===== src/rtl/intr_seq_pkg.sv =====
package intr_seq_pkg;
    typedef enum logic [3:0] {
        ST_IDLE,
        ST_ACK,
        ST_PUSH_FL,
        ST_PUSH_CS,
        ST_PUSH_IP,
        ST_LOAD_IP,
        ST_LOAD_CS,
        ST_POP_IP,
        ST_POP_CS,
        ST_POP_FL
    } seq_state_e;
endpackage


===== src/rtl/intr_req_hold.sv =====
module intr_req_hold #(
    parameter int VEC_W = 8
) (
    input  logic             clk,
    input  logic             rst_n,
    input  logic             nmi_in,
    input  logic             sw_req,
    input  logic [VEC_W-1:0] sw_vec,
    input  logic             iret_cmd,
    input  logic             take_nmi,
    input  logic             take_sw,
    input  logic             take_iret,
    output logic             nmi_avail,
    output logic             sw_avail,
    output logic [VEC_W-1:0] sw_vec_eff,
    output logic             iret_avail
);
    logic             nmi_q, nmi_pend, sw_pend, iret_pend;
    logic [VEC_W-1:0] sw_vec_q;
    logic             nmi_rise;

    assign nmi_rise   = nmi_in && !nmi_q;
    assign nmi_avail  = nmi_pend || nmi_rise;
    assign sw_avail   = sw_pend || sw_req;
    assign sw_vec_eff = sw_req ? sw_vec : sw_vec_q;
    assign iret_avail = iret_pend || iret_cmd;

    always_ff @(posedge clk or negedge rst_n) begin
        if (!rst_n) begin
            nmi_q     <= 1'b0;
            nmi_pend  <= 1'b0;
            sw_pend   <= 1'b0;
            iret_pend <= 1'b0;
            sw_vec_q  <= '0;
        end else begin
            nmi_q     <= nmi_in;
            nmi_pend  <= nmi_avail && !take_nmi;
            sw_pend   <= sw_avail && !take_sw;
            iret_pend <= iret_avail && !take_iret;
            if (sw_req) begin
                sw_vec_q <= sw_vec;
            end
        end
    end

    // an edge that is not serviced at once stays available
    assert_nmi_edge_held_R6: assert property (@(posedge clk) disable iff (!rst_n)
        (nmi_in && !nmi_q && !take_nmi) |=> nmi_avail);

    // a software request that is not granted is kept
    assert_sw_held_R9: assert property (@(posedge clk) disable iff (!rst_n)
        (sw_req && !take_sw) |=> sw_avail);
endmodule


===== src/rtl/intr_arbiter.sv =====
module intr_arbiter (
    input  logic idle,
    input  logic nmi_avail,
    input  logic mask_req,
    input  logic ie_flag,
    input  logic sw_avail,
    input  logic iret_avail,
    output logic g_nmi,
    output logic g_mask,
    output logic g_sw,
    output logic g_iret
);
    always_comb begin
        g_nmi  = 1'b0;
        g_mask = 1'b0;
        g_sw   = 1'b0;
        g_iret = 1'b0;
        if (idle) begin
            if (nmi_avail) begin
                g_nmi = 1'b1;
            end else if (mask_req && ie_flag) begin
                g_mask = 1'b1;
            end else if (sw_avail) begin
                g_sw = 1'b1;
            end else if (iret_avail) begin
                g_iret = 1'b1;
            end
        end
    end
endmodule


===== src/rtl/seg_addr_calc.sv =====
module seg_addr_calc #(
    parameter int WORD_W    = 16,
    parameter int ADDR_W    = 20,
    parameter int SEG_SHIFT = 4
) (
    input  logic [WORD_W-1:0] seg,
    input  logic [WORD_W-1:0] off,
    output logic [ADDR_W-1:0] phys
);
    localparam int SHIFTED_W = WORD_W + SEG_SHIFT;

    logic [SHIFTED_W-1:0] seg_shifted;

    assign seg_shifted = {seg, {SEG_SHIFT{1'b0}}};
    assign phys = ADDR_W'(seg_shifted) + ADDR_W'(off);
endmodule


===== src/rtl/intr_seq.sv =====
module intr_seq
    import intr_seq_pkg::*;
#(
    parameter int VEC_W     = 8,
    parameter int WORD_W    = 16,
    parameter int ADDR_W    = 20,
    parameter int SEG_SHIFT = 4,
    parameter int IE_POS    = 9,
    parameter int NMI_VECTOR = 2,
    parameter logic [WORD_W-1:0] RST_IP    = '0,
    parameter logic [WORD_W-1:0] RST_CS    = '1,
    parameter logic [WORD_W-1:0] RST_SP    = '0,
    parameter logic [WORD_W-1:0] RST_FLAGS = '0
) (
    input  logic              clk,
    input  logic              rst_n,
    input  logic              mask_req,
    input  logic              nmi_in,
    input  logic              sw_req,
    input  logic [VEC_W-1:0]  sw_vec,
    input  logic              iret_cmd,
    input  logic              ie_clr_cmd,
    input  logic              ie_set_cmd,
    output logic              ack_o,
    input  logic [VEC_W-1:0]  ack_vec,
    input  logic [WORD_W-1:0] ss_i,
    output logic              mem_req,
    output logic              mem_we,
    output logic [ADDR_W-1:0] mem_addr,
    output logic [WORD_W-1:0] mem_wdata,
    input  logic [WORD_W-1:0] mem_rdata,
    output logic [WORD_W-1:0] ip_o,
    output logic [WORD_W-1:0] cs_o,
    output logic [WORD_W-1:0] sp_o,
    output logic [WORD_W-1:0] flags_o,
    output logic              busy_o
);
    localparam int STEP_BYTES = WORD_W / 8;
    localparam int ENTRY_SHIFT = 2;
    localparam logic [WORD_W-1:0] STEP_W = WORD_W'(STEP_BYTES);
    localparam logic [ADDR_W-1:0] CS_OFFSET = ADDR_W'(STEP_BYTES);

    seq_state_e state_q, state_d;

    logic [WORD_W-1:0] ip_q, cs_q, sp_q, flags_q;
    logic [VEC_W-1:0]  vec_q;
    logic              nmi_avail, sw_avail, iret_avail;
    logic [VEC_W-1:0]  sw_vec_eff;
    logic              g_nmi, g_mask, g_sw, g_iret;
    logic              push_phase;
    logic [WORD_W-1:0] stk_off;
    logic [ADDR_W-1:0] stk_addr;
    logic [ADDR_W-1:0] vtab_base;

    intr_req_hold #(.VEC_W(VEC_W)) u_hold (
        .clk        (clk),
        .rst_n      (rst_n),
        .nmi_in     (nmi_in),
        .sw_req     (sw_req),
        .sw_vec     (sw_vec),
        .iret_cmd   (iret_cmd),
        .take_nmi   (g_nmi),
        .take_sw    (g_sw),
        .take_iret  (g_iret),
        .nmi_avail  (nmi_avail),
        .sw_avail   (sw_avail),
        .sw_vec_eff (sw_vec_eff),
        .iret_avail (iret_avail)
    );

    intr_arbiter u_arb (
        .idle       (state_q == ST_IDLE),
        .nmi_avail  (nmi_avail),
        .mask_req   (mask_req),
        .ie_flag    (flags_q[IE_POS]),
        .sw_avail   (sw_avail),
        .iret_avail (iret_avail),
        .g_nmi      (g_nmi),
        .g_mask     (g_mask),
        .g_sw       (g_sw),
        .g_iret     (g_iret)
    );

    assign push_phase = (state_q == ST_PUSH_FL) || (state_q == ST_PUSH_CS) ||
                        (state_q == ST_PUSH_IP);
    assign stk_off    = push_phase ? (sp_q - STEP_W) : sp_q;
    assign vtab_base  = ADDR_W'({vec_q, {ENTRY_SHIFT{1'b0}}});

    seg_addr_calc #(
        .WORD_W    (WORD_W),
        .ADDR_W    (ADDR_W),
        .SEG_SHIFT (SEG_SHIFT)
    ) u_stk_addr (
        .seg  (ss_i),
        .off  (stk_off),
        .phys (stk_addr)
    );

    // state register
    always_ff @(posedge clk or negedge rst_n) begin
        if (!rst_n) begin
            state_q <= ST_IDLE;
        end else begin
            state_q <= state_d;
        end
    end

    // transitions
    always_comb begin
        state_d = state_q;
        unique case (state_q)
            ST_IDLE: begin
                if (g_nmi || g_sw) begin
                    state_d = ST_PUSH_FL;
                end else if (g_mask) begin
                    state_d = ST_ACK;
                end else if (g_iret) begin
                    state_d = ST_POP_IP;
                end
            end
            ST_ACK:     state_d = ST_PUSH_FL;
            ST_PUSH_FL: state_d = ST_PUSH_CS;
            ST_PUSH_CS: state_d = ST_PUSH_IP;
            ST_PUSH_IP: state_d = ST_LOAD_IP;
            ST_LOAD_IP: state_d = ST_LOAD_CS;
            ST_LOAD_CS: state_d = ST_IDLE;
            ST_POP_IP:  state_d = ST_POP_CS;
            ST_POP_CS:  state_d = ST_POP_FL;
            ST_POP_FL:  state_d = ST_IDLE;
            default:    state_d = ST_IDLE;
        endcase
    end

    // outputs
    always_comb begin
        mem_req   = 1'b0;
        mem_we    = 1'b0;
        mem_addr  = stk_addr;
        mem_wdata = '0;
        ack_o     = 1'b0;
        unique case (state_q)
            ST_IDLE: ;
            ST_ACK:  ack_o = 1'b1;
            ST_PUSH_FL: begin
                mem_req   = 1'b1;
                mem_we    = 1'b1;
                mem_wdata = flags_q;
            end
            ST_PUSH_CS: begin
                mem_req   = 1'b1;
                mem_we    = 1'b1;
                mem_wdata = cs_q;
            end
            ST_PUSH_IP: begin
                mem_req   = 1'b1;
                mem_we    = 1'b1;
                mem_wdata = ip_q;
            end
            ST_LOAD_IP: begin
                mem_req  = 1'b1;
                mem_addr = vtab_base;
            end
            ST_LOAD_CS: begin
                mem_req  = 1'b1;
                mem_addr = vtab_base + CS_OFFSET;
            end
            ST_POP_IP, ST_POP_CS, ST_POP_FL: mem_req = 1'b1;
            default: ;
        endcase
    end

    // architectural registers
    always_ff @(posedge clk or negedge rst_n) begin
        if (!rst_n) begin
            ip_q    <= RST_IP;
            cs_q    <= RST_CS;
            sp_q    <= RST_SP;
            flags_q <= RST_FLAGS;
            vec_q   <= '0;
        end else begin
            unique case (state_q)
                ST_IDLE: begin
                    if (g_nmi) begin
                        vec_q           <= VEC_W'(NMI_VECTOR);
                        flags_q[IE_POS] <= 1'b0;
                    end else if (g_mask) begin
                        flags_q[IE_POS] <= 1'b0;
                    end else if (g_sw) begin
                        vec_q           <= sw_vec_eff;
                        flags_q[IE_POS] <= 1'b0;
                    end else if (!g_iret) begin
                        if (ie_set_cmd) begin
                            flags_q[IE_POS] <= 1'b1;
                        end else if (ie_clr_cmd) begin
                            flags_q[IE_POS] <= 1'b0;
                        end
                    end
                end
                ST_ACK: vec_q <= ack_vec;
                ST_PUSH_FL, ST_PUSH_CS, ST_PUSH_IP: sp_q <= sp_q - STEP_W;
                ST_LOAD_IP: ip_q <= mem_rdata;
                ST_LOAD_CS: cs_q <= mem_rdata;
                ST_POP_IP: begin
                    ip_q <= mem_rdata;
                    sp_q <= sp_q + STEP_W;
                end
                ST_POP_CS: begin
                    cs_q <= mem_rdata;
                    sp_q <= sp_q + STEP_W;
                end
                ST_POP_FL: begin
                    flags_q <= mem_rdata;
                    sp_q    <= sp_q + STEP_W;
                end
                default: ;
            endcase
        end
    end

    assign ip_o    = ip_q;
    assign cs_o    = cs_q;
    assign sp_o    = sp_q;
    assign flags_o = flags_q;
    assign busy_o  = (state_q != ST_IDLE);

    assert_ie_low_at_flag_push_R3: assert property (@(posedge clk) disable iff (!rst_n)
        (state_q == ST_PUSH_FL) |-> !flags_q[IE_POS]);

    assert_push_predecrement_R4: assert property (@(posedge clk) disable iff (!rst_n)
        (mem_req && mem_we) |=> (sp_q == $past(sp_q) - STEP_W));

    assert_pop_postincrement_R8: assert property (@(posedge clk) disable iff (!rst_n)
        (mem_req && !mem_we && !(state_q == ST_LOAD_IP) && !(state_q == ST_LOAD_CS))
        |=> (sp_q == $past(sp_q) + STEP_W));

    assert_mask_needs_ie_R5: assert property (@(posedge clk) disable iff (!rst_n)
        (state_q == ST_IDLE && state_d == ST_ACK) |-> flags_q[IE_POS]);

    assert_ack_then_push_R5: assert property (@(posedge clk) disable iff (!rst_n)
        ack_o |=> (state_q == ST_PUSH_FL && !ack_o));

    assert_vector_read_aligned_R2: assert property (@(posedge clk) disable iff (!rst_n)
        (state_q == ST_LOAD_IP) |-> (mem_req && !mem_we && mem_addr[ENTRY_SHIFT-1:0] == '0));

    assert_mem_only_busy_R9: assert property (@(posedge clk) disable iff (!rst_n)
        mem_req |-> busy_o);
endmodule


===== config.mk =====
export PLATFORM = sky130hd
export DESIGN_NAME = intr_seq
export DESIGN_NICKNAME = d
export VERILOG_FILES = /design/src/rtl/intr_seq_pkg.sv /design/src/rtl/intr_req_hold.sv /design/src/rtl/intr_arbiter.sv /design/src/rtl/seg_addr_calc.sv /design/src/rtl/intr_seq.sv
export SDC_FILE = /design/constraint.sdc
export NUM_CORES = 1
export LEC_CHECK = 0
export BUFFER_PORTS_ARGS = -buffer_cell sky130_fd_sc_hd__buf_2
export CAP_MARGIN = 10
export CORE_AREA = 3 3 153 81
export CTS_BUF_LIST = sky130_fd_sc_hd__clkbuf_4 sky130_fd_sc_hd__clkbuf_8
export CTS_CLUSTER_SIZE = 10
export DETAILED_ROUTE_END_ITERATION = 8
export DIE_AREA = 0 0 156 84
export PLACE_DENSITY_LB_ADDON = 0.12
export SYNTH_ARGS = -nofsm -noshare
export SYNTH_HDL_FRONTEND = slang
export SYNTH_SLANG_ARGS = --single-unit

===== constraint.sdc =====
create_clock -name clk -period 3.3 [get_ports clk]
set_input_delay 0.165 -clock clk [delete_from_list [all_inputs] [get_ports clk]]
set_output_delay 0.165 -clock clk [all_outputs]
set_load 0.05 [all_outputs]

==> results.md <==
* PortBufs at between 150 and 200
* IO Pins at 160
* Final setup viols at 12
* WP data required at 3.13 ns
* Crit. End Element: primary output
* CP startpoint kind: flop
* Fmax at 0.258 GHz
* Clock Pin Slew Worst Setup and Hold Paths at 0.10 ns
* Post-synth EDFFs at 0
* Reg area at 2210 µm²
* Drt pass-1 iters at 8
* Synthesized area per cell at between 9 and 10 µm²
* Clock buffer depth at 2
* HP Class: input pin to flop
* Yosys synthesis warning count at 0
* Register area share after synthesis at 0.418
* FFs w/ async S/R, synth at 1.00
* Clk_lat worst skew at 0.37 ns
* Global-route congestion overflow total at 0
* WL per Instance at 16.8 µm
* Initial drt markers at 309
* Antenna cells at 0
* RSZ-0062 raised after global routing: yes
* NumNets Final at 819
* Row Count at 27
* Routability cong. at 0.943
* Hold slack at between 0.02 and 0.025 ns
* Syn Inst Count at 530
* Final hold vios at 0
* Gr usage total at 0.233
* Area of the multi-input gates at 3250 µm²
* Placed insts at 870
* Max Fanout on Critical Path at 3
* Post-synthesis cell area at 5260 µm²
* First-pass GRT wire length at 24.6 mm
* Setup WS post-layout at -0.574 ns
* Vias at 4,989
* Num CTS Buffers at 9
* ANT nets after route at 0
* CTS H-Tree Depth at 3
* Status: finished, violations left
* Worst relative slew slack at 0.411
* TritonCTS clock tree: yes
* Crit Path Class: flop to primary output
* Violated checks: setup timing
* Vias in the first global route at about 5k
* Die area at 13,100 µm²
* Post-synth cell types at 67
* Vias per cell at ~5.6
* Routed WL at 15.1 mm
* Top FF cell, synth: dfrtp_1
* Die X at approximately 160 µm
* Root Buffer: clkbuf_8
* Slew Limit Fails at 0
* Max Cap Viol at 0
* CORE AREA at 11,000 µm²
* Worst Tran Pin Value at approximately 0.9 ns
* Area delta synth->final at 41.7%
* Layout fillers at 880
* Largest net degree at the start of global routing at 70
* Share of layout cells above drive strength 1 at 0.533
* Non-Filler Instances at 897
* Worst Skew at 0.0141 ns
* Post-DP HPWL at 11.0 mm
* Number of synthesized register bits at 87
* Antenna violations before repair at 0
* Fin crit share at 1.17
* Die Y at around 84 µm
* DRC errors left at 0
* Clk sinks at 87
* Initial core utilization at 0.479
* Worst path arrival time at around 3.7 ns
* Tmin final at 3.87 ns
==> layer usage <==
metal | track usage | wire length (µm) | vias up
li1 | - | - | 2343
met1 | 0.304 | 6540 | 2428
met2 | 0.393 | 7200 | 196
met3 | 0.0554 | 1150 | 22
met4 | 0.0537 | 203 | 0
met5 | 0 | 0 | -
==> what timing repair did <==
item	CTS	global route
setup endpoints to repair	12	14
resized for setup	49	30
endpoints found under the hold margin	58	0
setup buffers	4	5
hold buffers	2	0
pin swaps	17	14
==> registers in the layout, indices dropped and copies added, names as in the netlist <==
| name | flops |
|---|---|
| cs_o | 16 |
| flags_o | 16 |
| ip_o | 16 |
| sp_o | 15 |
| u_hold.sw_vec_q | 8 |
| vec_q | 8 |
| state_q | 4 |
| u_hold.iret_pend | 1 |
| u_hold.nmi_pend | 1 |
| u_hold.nmi_q | 1 |
| u_hold.sw_pend | 1 |
==> worst max-delay path, cell delays in order (launching register included) <==
cell and delay, ns:
dfrtp_2 0.41, or4_4 0.51, or3_4 0.36, or4_4 0.48, xnor2_4 0.18, ha_4 0.29, nor3_2 0.04, a311o_1 0.37
a2111o_1 0.47, o21ai_4 0.07, buf_6 0.17
==> cell usage after synthesis, drive strengths merged, types with 5 or more instances <==
cell type / n / area [µm²]
dfstp: 16 / 420
nor2: 30 / 113
mux2: 49 / 552
o21a: 9 / 67.6
and3: 5 / 31.3
a21oi: 26 / 134
a222oi: 16 / 160
inv: 35 / 131
nand2b: 8 / 50.1
ha: 15 / 188
nand2: 49 / 184
o211ai: 8 / 60.1
xor2: 22 / 193
mux2i: 8 / 80.1
nand3: 9 / 45.0
o21ai: 23 / 123
buf: 12 / 81.3
clkbuf: 19 / 75.1
nor3: 14 / 75.1
a21o: 6 / 45.0
dfrtp: 71 / 1780
xnor2: 13 / 114
==> logic make-up after synthesis <==
family	after synthesis	synth area share
AO/OA/AOI/OAI	119	0.165
flip-flops	87	0.418
multiplexers	57	0.120
XOR/XNOR	35	0.0583
AND/OR/NAND/NOR	148	0.143
buffers and inverters	67	0.0554
adder cells (fa/ha/maj)	16	0.0395
other	1	0.000713
==> final timing paths <==
check / from / slack, ns / to / cells after the start
min: sw_vec[4] / 0.02 / u_hold.sw_vec_q[4] / 3
max in group asynchronous: rst_n / 2.00 / cs_o[9] / 3
min reg2reg: u_hold.sw_vec_q[5] / 0.48 / u_hold.sw_vec_q[5] / 2
min in group asynchronous: rst_n / 0.44 / flags_o[10] / 2
max reg2reg: state_q[2] / 0.86 / vec_q[3] / 7
max: sp_o[9] / -0.57 / mem_addr[18] / 10
==> cell type report <==
class | instances | share of cell area
well taps | 145 | 0.0243
flip-flops and latches | 87 | 0.296
clock buffers | 10 | 0.0185
clock inverters | 6 | 0.00772
multi-input cells | 377 | 0.436
inverters | 36 | 0.0185
repair buffers | 236 | 0.199
==> cell usage in the layout, fill, tap and decap left out, types with 4 or more instances in the layout <==
| master | Yosys | final |
|---|---|---|
| nand3_1 | 9 | 8 |
| dfrtp_1 | 71 | 63 |
| nor3_1 | 13 | 5 |
| or4_4 | 2 | 4 |
| nand2b_1 | 8 | 6 |
| buf_4 | 6 | 73 |
| mux2_2 | 49 | 49 |
| a222oi_1 | 16 | 16 |
| buf_2 | 5 | 143 |
| a21o_1 | 6 | 6 |
| a21oi_1 | 25 | 16 |
| dfstp_2 | 16 | 16 |
| xnor2_1 | 13 | 10 |
| xor2_1 | 22 | 22 |
| clkbuf_8 | 0 | 10 |
| nor3_2 | 1 | 6 |
| a21oi_4 | 0 | 4 |
| nand2_1 | 49 | 46 |
| o211ai_1 | 8 | 8 |
| and3_1 | 5 | 5 |
| a21oi_2 | 1 | 6 |
| o21ai_0 | 20 | 11 |
| ha_1 | 15 | 9 |
| o21ai_2 | 2 | 6 |
| buf_6 | 1 | 18 |
| ha_4 | 0 | 5 |
| o21ai_4 | 0 | 4 |
| mux2i_1 | 8 | 7 |
| o21a_1 | 9 | 9 |
| inv_1 | 35 | 32 |
| nor2_1 | 30 | 27 |
| dfrtp_2 | 0 | 8 |
==> through the flow <==
step	utilization	instance area [µm²]	setup slack, ns	TNS, ns
floorplan	-	5520	-0.384	-1.90
global placement	0.622	6830	-0.235	-0.983
detailed placement	0.622	6830	-0.262	-1.34
CTS	0.662	7270	-0.552	-4.37
global route	0.679	7460	-0.707	-6.02
finish	0.679	7460	-0.574	-4.42
Power is not shown: default switching activity piles up to over one toggle a cycle in this logic, so the estimate is an artifact.
